$ cat config.mk
export PLATFORM = sky130hd
export DESIGN_NAME = lcd_wave_gen
export DESIGN_NICKNAME = d
export VERILOG_FILES = /design/src/rtl/lcd_wave_pkg.sv /design/src/rtl/lcd_frame_div.sv /design/src/rtl/lcd_com_drv.sv /design/src/rtl/lcd_seg_drv.sv /design/src/rtl/lcd_wave_gen.sv
export SDC_FILE = /design/constraint.sdc
export NUM_CORES = 1
export LEC_CHECK = 0
export BUFFER_PORTS_ARGS = -buffer_cell sky130_fd_sc_hd__buf_4
export CORE_MARGIN = 5
export CORE_UTILIZATION = 30
export DETAILED_ROUTE_END_ITERATION = 10
export PLACE_DENSITY = 0.67
export SLEW_MARGIN = 20
export SYNTH_ARGS = -nofsm -noshare
export SYNTH_HDL_FRONTEND = slang
export SYNTH_SLANG_ARGS = --single-unit
$ cat constraint.sdc
create_clock -name clk_i -period 2.5 [get_ports clk_i]
set_input_delay 0.125 -clock clk_i [delete_from_list [all_inputs] [get_ports clk_i]]
set_output_delay 0.125 -clock clk_i [all_outputs]
set_load 0.05 [all_outputs]
$ cat src/rtl/lcd_wave_pkg.sv
package lcd_wave_pkg;

  typedef enum logic [1:0] {
    LVL_LOW  = 2'b00,
    LVL_MID  = 2'b01,
    LVL_HIGH = 2'b10
  } lvl_e;

  localparam int unsigned QTR_MAX  = 192;
  localparam int unsigned QTR_BASE = 96;

  // quarter length in oscillator ticks; unlisted codes use the base ratio
  function automatic int unsigned qtr_len(input logic [2:0] sel);
    case (sel)
      3'b110:  return 192;
      3'b111:  return 144;
      3'b001:  return 72;
      3'b010:  return 48;
      default: return QTR_BASE;
    endcase
  endfunction

  function automatic lvl_e inv_lvl(input lvl_e l);
    case (l)
      LVL_HIGH: return LVL_LOW;
      LVL_LOW:  return LVL_HIGH;
      default:  return LVL_MID;
    endcase
  endfunction

endpackage

$ cat src/rtl/lcd_frame_div.sv
module lcd_frame_div
  import lcd_wave_pkg::*;
(
  input  logic       clk_i,
  input  logic       rst_ni,
  input  logic       tick_i,
  input  logic       run_i,
  input  logic [2:0] frame_sel_i,
  input  logic       force_base_i,
  output logic [1:0] quarter_o
);

  localparam int unsigned CNT_W = $clog2(QTR_MAX);

  logic [CNT_W-1:0] cnt_q;
  logic [1:0]       qtr_q;
  logic [CNT_W-1:0] last_cnt;

  always_comb begin
    if (force_base_i) last_cnt = CNT_W'(QTR_BASE - 1);
    else              last_cnt = CNT_W'(qtr_len(frame_sel_i) - 1);
  end

  always_ff @(posedge clk_i or negedge rst_ni) begin
    if (!rst_ni) begin
      cnt_q <= '0;
      qtr_q <= '0;
    end else if (!run_i) begin
      cnt_q <= '0;
      qtr_q <= '0;
    end else if (tick_i) begin
      // >= so a ratio change mid-quarter wraps cleanly
      if (cnt_q >= last_cnt) begin
        cnt_q <= '0;
        qtr_q <= qtr_q + 2'd1;
      end else begin
        cnt_q <= cnt_q + CNT_W'(1);
      end
    end
  end

  assign quarter_o = qtr_q;

  assert_halt_restart_R11: assert property (@(posedge clk_i) disable iff (!rst_ni)
    !run_i |=> (qtr_q == 2'd0 && cnt_q == '0));

  assert_tick_gated_R1: assert property (@(posedge clk_i) disable iff (!rst_ni)
    (run_i && !tick_i) |=> ($stable(qtr_q) && $stable(cnt_q)));

endmodule

$ cat src/rtl/lcd_com_drv.sv
module lcd_com_drv
  import lcd_wave_pkg::*;
(
  input  logic [1:0] quarter_i,
  input  logic       half_i,
  input  logic       blank_i,
  output lvl_e       act_lvl_o,
  output logic       sel2_o,
  output lvl_e       com1_o,
  output lvl_e       com2_o
);

  always_comb begin
    if (half_i) begin
      act_lvl_o = quarter_i[0] ? LVL_LOW : LVL_HIGH;
      sel2_o    = quarter_i[1];
      com1_o    = sel2_o ? LVL_MID : act_lvl_o;
      com2_o    = sel2_o ? act_lvl_o : LVL_MID;
    end else begin
      act_lvl_o = quarter_i[1] ? LVL_LOW : LVL_HIGH;
      sel2_o    = 1'b0;
      com1_o    = act_lvl_o;
      com2_o    = LVL_LOW;
    end
    if (blank_i) begin
      com1_o = LVL_LOW;
      com2_o = LVL_LOW;
    end
  end

endmodule

$ cat src/rtl/lcd_seg_drv.sv
module lcd_seg_drv
  import lcd_wave_pkg::*;
#(
  parameter int unsigned NUM_SEG  = 54,
  parameter int unsigned NUM_GPO  = 4,
  parameter int unsigned HOLD_PIN = 23
) (
  input  logic [2*NUM_SEG-1:0] disp_i,
  input  logic                 half_i,
  input  lvl_e                 act_lvl_i,
  input  logic                 sel2_i,
  input  logic                 seg_off_i,
  input  logic                 blank_i,
  input  logic                 inhibit_i,
  input  logic [2:0]           gpo_cnt_i,
  input  logic                 compat_i,
  output logic [2*NUM_SEG-1:0] seg_o
);

  localparam int unsigned ALLON_PIN = NUM_SEG - 1;

  for (genvar n = 0; n < NUM_SEG; n++) begin : g_pin
    logic bit_on;
    logic is_gpo;
    logic gpo_hi;
    lvl_e wave;
    lvl_e pin_lvl;

    if (n < NUM_GPO) begin : g_gpo
      assign is_gpo = (gpo_cnt_i > 3'(n));
      assign gpo_hi = half_i ? disp_i[2*n] : disp_i[n];
    end else begin : g_plain
      assign is_gpo = 1'b0;
      assign gpo_hi = 1'b0;
    end

    assign bit_on = half_i ? (sel2_i ? disp_i[2*n+1] : disp_i[2*n]) : disp_i[n];

    always_comb begin
      wave = (bit_on && !seg_off_i) ? inv_lvl(act_lvl_i) : act_lvl_i;
      if (compat_i && n == HOLD_PIN)              wave = LVL_LOW;
      if (compat_i && half_i && n == ALLON_PIN)   wave = inv_lvl(act_lvl_i);
      if (inhibit_i)    pin_lvl = LVL_LOW;
      else if (is_gpo)  pin_lvl = gpo_hi ? LVL_HIGH : LVL_LOW;
      else if (blank_i) pin_lvl = LVL_LOW;
      else              pin_lvl = wave;
    end

    assign seg_o[2*n +: 2] = pin_lvl;
  end

endmodule

$ cat src/rtl/lcd_wave_gen.sv
module lcd_wave_gen
  import lcd_wave_pkg::*;
#(
  parameter int unsigned NUM_SEG  = 54,
  parameter int unsigned NUM_GPO  = 4,
  parameter int unsigned HOLD_PIN = 23
) (
  input  logic                 clk_i,
  input  logic                 rst_ni,
  input  logic                 osc_tick_i,
  input  logic                 inhibit_ni,
  input  logic [2*NUM_SEG-1:0] disp_i,
  input  logic [2:0]           frame_sel_i,
  input  logic [2:0]           gpo_cnt_i,
  input  logic                 half_duty_i,
  input  logic                 seg_off_i,
  input  logic                 power_save_i,
  input  logic                 compat_i,
  output logic [1:0]           com1_o,
  output logic [1:0]           com2_o,
  output logic [2*NUM_SEG-1:0] seg_o
);

  logic       ps_eff;
  logic       halted;
  logic       seg_off_eff;
  logic [2:0] gpo_eff;
  logic [1:0] quarter;
  logic       sel2;
  lvl_e       act_lvl;
  lvl_e       com1;
  lvl_e       com2;

  assign ps_eff      = power_save_i && !compat_i;
  assign seg_off_eff = seg_off_i && !compat_i;
  assign halted      = !inhibit_ni || ps_eff;

  always_comb begin
    if (compat_i)                    gpo_eff = 3'd0;
    else if (gpo_cnt_i > 3'(NUM_GPO)) gpo_eff = 3'(NUM_GPO);
    else                             gpo_eff = gpo_cnt_i;
  end

  lcd_frame_div u_div (
    .clk_i        (clk_i),
    .rst_ni       (rst_ni),
    .tick_i       (osc_tick_i),
    .run_i        (!halted),
    .frame_sel_i  (frame_sel_i),
    .force_base_i (compat_i),
    .quarter_o    (quarter)
  );

  lcd_com_drv u_com (
    .quarter_i (quarter),
    .half_i    (half_duty_i),
    .blank_i   (halted),
    .act_lvl_o (act_lvl),
    .sel2_o    (sel2),
    .com1_o    (com1),
    .com2_o    (com2)
  );

  lcd_seg_drv #(
    .NUM_SEG  (NUM_SEG),
    .NUM_GPO  (NUM_GPO),
    .HOLD_PIN (HOLD_PIN)
  ) u_seg (
    .disp_i    (disp_i),
    .half_i    (half_duty_i),
    .act_lvl_i (act_lvl),
    .sel2_i    (sel2),
    .seg_off_i (seg_off_eff),
    .blank_i   (halted),
    .inhibit_i (!inhibit_ni),
    .gpo_cnt_i (gpo_eff),
    .compat_i  (compat_i),
    .seg_o     (seg_o)
  );

  assign com1_o = com1;
  assign com2_o = com2;

  assert_inhibit_dark_R9: assert property (@(posedge clk_i) disable iff (!rst_ni)
    !inhibit_ni |-> (com1_o == 2'b00 && com2_o == 2'b00 && seg_o == '0));

  assert_static_com2_low_R2: assert property (@(posedge clk_i) disable iff (!rst_ni)
    !half_duty_i |-> com2_o == 2'b00);

  assert_one_common_active_R3: assert property (@(posedge clk_i) disable iff (!rst_ni)
    (!halted && half_duty_i) |-> ((com1_o == 2'b01) != (com2_o == 2'b01)));

  assert_ps_commons_low_R8: assert property (@(posedge clk_i) disable iff (!rst_ni)
    ps_eff |-> (com1_o == 2'b00 && com2_o == 2'b00));

endmodule

==> summary.txt <==
Global route
  • Number of global-route vias before repair: 3581
  • Total Routing Usage GR: 15.9%
  • Initial antenna violation count: 0
  • Met2 GRT Util: 28.1%
  • Global route hottest layer: met2
  • Met1 Use GR: 21.2%
  • Largest net degree at the start of global routing: 61
  • Remaining Overflow, GRT: 0
  • Global Route met3 Usage: around 1.2%
  • Global-route wire length before repair: between 15000 and 20000 um

STA
  • Pins Over Slew Limit: 0
  • RSZ-0062 raised after global routing: no
  • Final setup vio count: 0
  • Max Fclk: between 400 and 500 MHz
  • Setup Skew: 2.79 ps
  • Slew margin rel.: a little under three fifths
  • Hold Vio Cnt, Final: 0
  • Final period util: 92.6%
  • Min Tclk post-route: 2320 ps
  • Final WS setup: between 150 and 200 ps
  • Worst-margin pin slew: 664 ps
  • Setup TNS: 0 ps

Setup path
  • CP max-delay cell: dfrtp_4
  • CP cell instances: inv_1 -> nor2_1 -> a21oi_4 -> buf_4 -> xnor2_1 -> nor2_1 -> buf_4
  • Reg2reg start: u_div.cnt_q[3]
  • WP data required: 2380 ps
  • Worst path bufs/invs: 3
  • R2R Setup Slk: 450 ps
  • Cell family with most CP delay: buffers and inverters
  • CP max stage delay: between 500 and 600 ps
  • Critical Path Sink Type: primary output
  • CP arrival: 2190 ps
  • Worst r2r path cells: 6
  • CP max FO: 21
  • Worst R2R End: u_div.cnt_q[5]
  • CP startpoint kind: register
  • Setup CP Type: register to primary output

Placed design
  • DPL Wire Length: 9900 um
  • Post-Place Worst Slack: 286 ps
  • GPL Wtd Cong: 0.906
  • Port bufs: approximately 180

Detailed routing
  • DR pass1 iterations: 4
  • DR vias: 3685
  • Post-DRT Antenna Nets: 0
  • Routed len/inst: 15.8 um
  • Via-to-Cell Ratio: 4.80
  • DRT Wirelength: between 10000 and 15000 um
  • DRC: 0
  • Initial DRC Count: 189

Synth
  • Syn Area/Cell: approximately 7.2 um^2
  • Yosys warns: 0
  • Yosys top cell by area: mux2i_1
  • Post-Syn Area: 0.00340 mm^2
  • Cells after Synth: 473
  • Synth Flop Type: dfrtp_1
  • Fraction of registers with async set/reset: 100%
  • EDFF count, synth: 0
  • Count leader, synth: nor2_1
  • Post-Synth Simple-Gate Area: 20.7%
  • Adder-cell share of the synthesized area: under 10%
  • Ranking of synthesized cells by area: mux2i_1, xnor2_1, buf_4, nor2_1, a211oi_1
  • Synth cell types: 42
  • Top cell type's share of synthesized area: 15.9%
  • Synth Area in Compound Gates: 19.1%
  • #FFs+latches synth: 10
  • Post-synthesis mux area share: 16.2%
  • Most instantiated cells after synthesis: nor2_1, buf_4, mux2i_1, xnor2_1, a211oi_1
  • Largest family of logic cells by synthesized area: simple AND/OR/NAND/NOR gates
  • Post-Synth XOR/XNOR Area: 14.4%
  • Register area share after synthesis: between 7 and 8%

Hold path
  • Hold Path Depth: 3
  • Min-delay src: osc_tick_i
  • Hold crit path type: primary input to register
  • Worst hold endpoint: u_div.quarter_o[1]

Clocking
  • Postcts setup bufs: 0
  • Root Buffer: clkbuf_16
  • CTS tree: yes
  • CTS Buf Count: 3
  • # clock sinks: 10
  • H-tree depth: 1
  • Longest Clk Path Bufs: 2
  • Clk slew on worst S/H paths: roughly 40 ps
  • Worst-Skew Late Latency: 240 ps

Final layout
  • Area delta synth->final: 39.6%
  • Fraction of final layout cells sized beyond drive strength 1: between 30% and 40%
  • Fillers: approximately 1100
  • Antenna cells: 0
  • Final #Nets: 758
  • Register area: 254 um^2
  • Multi-input logic area: about 0.0027 mm^2

Run status
  • Outcome: completed

Floorplan
  • FP Rows: 38
  • Horiz. Die Dim: approximately 120 um
  • Die span in y: around 120 um
  • Starting Density: 31.0%
  • Area of the core: 0.0110 mm^2
  • Die area: roughly 0.014 mm^2
  • I/O pins: 234

Job
  • Max Cap Viol: 0

Pwr
  • PD cells: 322 mW/mm^2
  • Maximum VDD drop: 307 uV
  • Pleak: 0.00209 uW
cell usage in the layout (no fill, tap or decap), types with 2 or more instances in the layout:
master,count
a21oi_2,2
xor2_1,2
or3b_1,5
dfrtp_1,9
nor3_1,3
o31ai_1,2
a21oi_1,11
mux2i_1,54
a211oi_2,10
nor2b_1,2
nand2_1,15
inv_1,6
ha_1,8
a211oi_1,41
nor2_1,112
and3_1,6
o21ai_0,6
nand3_1,7
nand2b_1,2
clkbuf_16,3
xnor2_1,54
and3_2,3
conb_1,54
buf_12,3
buf_4,186
flip-flops by register name, summed over array words and instances, names as in the netlist:
signal and count:
u_div.cnt_q 8, u_div.quarter_o 2
repair_timing:
action / 4_1_cts / 5_1_grt
hold buffers: 1 / 0
endpoints found under the setup margin: 0 / 27
resized for setup: 0 / 1
hold endpoints to repair: 10 / 0
cells by family (layout without fill, tap and decap cells):
| logic type | count (synthesis) | in the layout |
|---|---|---|
| compound gates | 81 | 81 |
| xor+xnor | 56 | 56 |
| fa+ha+maj | 8 | 8 |
| buf+inv | 100 | 201 |
| flops | 10 | 10 |
| mux | 55 | 55 |
| other cells | 1 | 54 |
| simple gates | 162 | 162 |
through the flow:
step	instances	hold slack, ps	power [uW]	utilization, %	area (um^2)
finish	767	215	1530	43.2	4750
detailed placement	762	-37.0	1210	42.3	4650
global route	767	230	1600	43.2	4750
floorplan	526	-171	930	-	3600
CTS	767	221	1530	43.2	4750
global placement	762	-38.9	1200	42.3	4650
area by class of cell:
| type | instances | share of cell area, % |
|---|---|---|
| Sequential cell | 10 | 5.35 |
| Inverter | 6 | 0.474 |
| Tap cell | 140 | 3.69 |
| Timing Repair Buffer | 191 | 31.1 |
| Multi-Input combinational cell | 416 | 57.5 |
| Clock buffer | 4 | 1.87 |
worst reg2reg max path, delay by kind of cell, from the launching register on:
kind            cells  cell delay [ps]
simple gates        2              650
fa+ha+maj           1              350
compound gates      3              550
flops               1              420
routing by layer:
layer / vias up / routed length, um
li1: 1822 / -
met1: 1700 / 4910
met2: 151 / 6070
met3: 12 / 957
met4: 0 / 178
met5: - / 0
report_power, final:
group	total (uW)	internal, uW	switching, uW	leakage (uW)
clock network	323	241	81.7	0.0000442
logic	1040	353	687	0.00191
registers	166	164	1.44	0.000137
total	1530	758	770	0.00209
how the worst max path moves through the flow:
| stage | start | endpoint | slack [ps] | cells after the start |
|---|---|---|---|---|
| 2_1_floorplan | u_div.quarter_o[1] | seg_o[7] | 80 | 6 |
| 4_1_cts | u_div.quarter_o[1] | seg_o[59] | 90 | 7 |
| 5_1_grt | u_div.quarter_o[1] | seg_o[97] | 3 | 7 |
| 3_5_place_dp | compat_i | u_div.cnt_q[5] | 290 | 8 |
| 3_3_place_gp | compat_i | u_div.cnt_q[6] | 360 | 9 |
| 6_report | u_div.quarter_o[1] | seg_o[97] | 180 | 7 |
(Power assumes the default switching activity.)
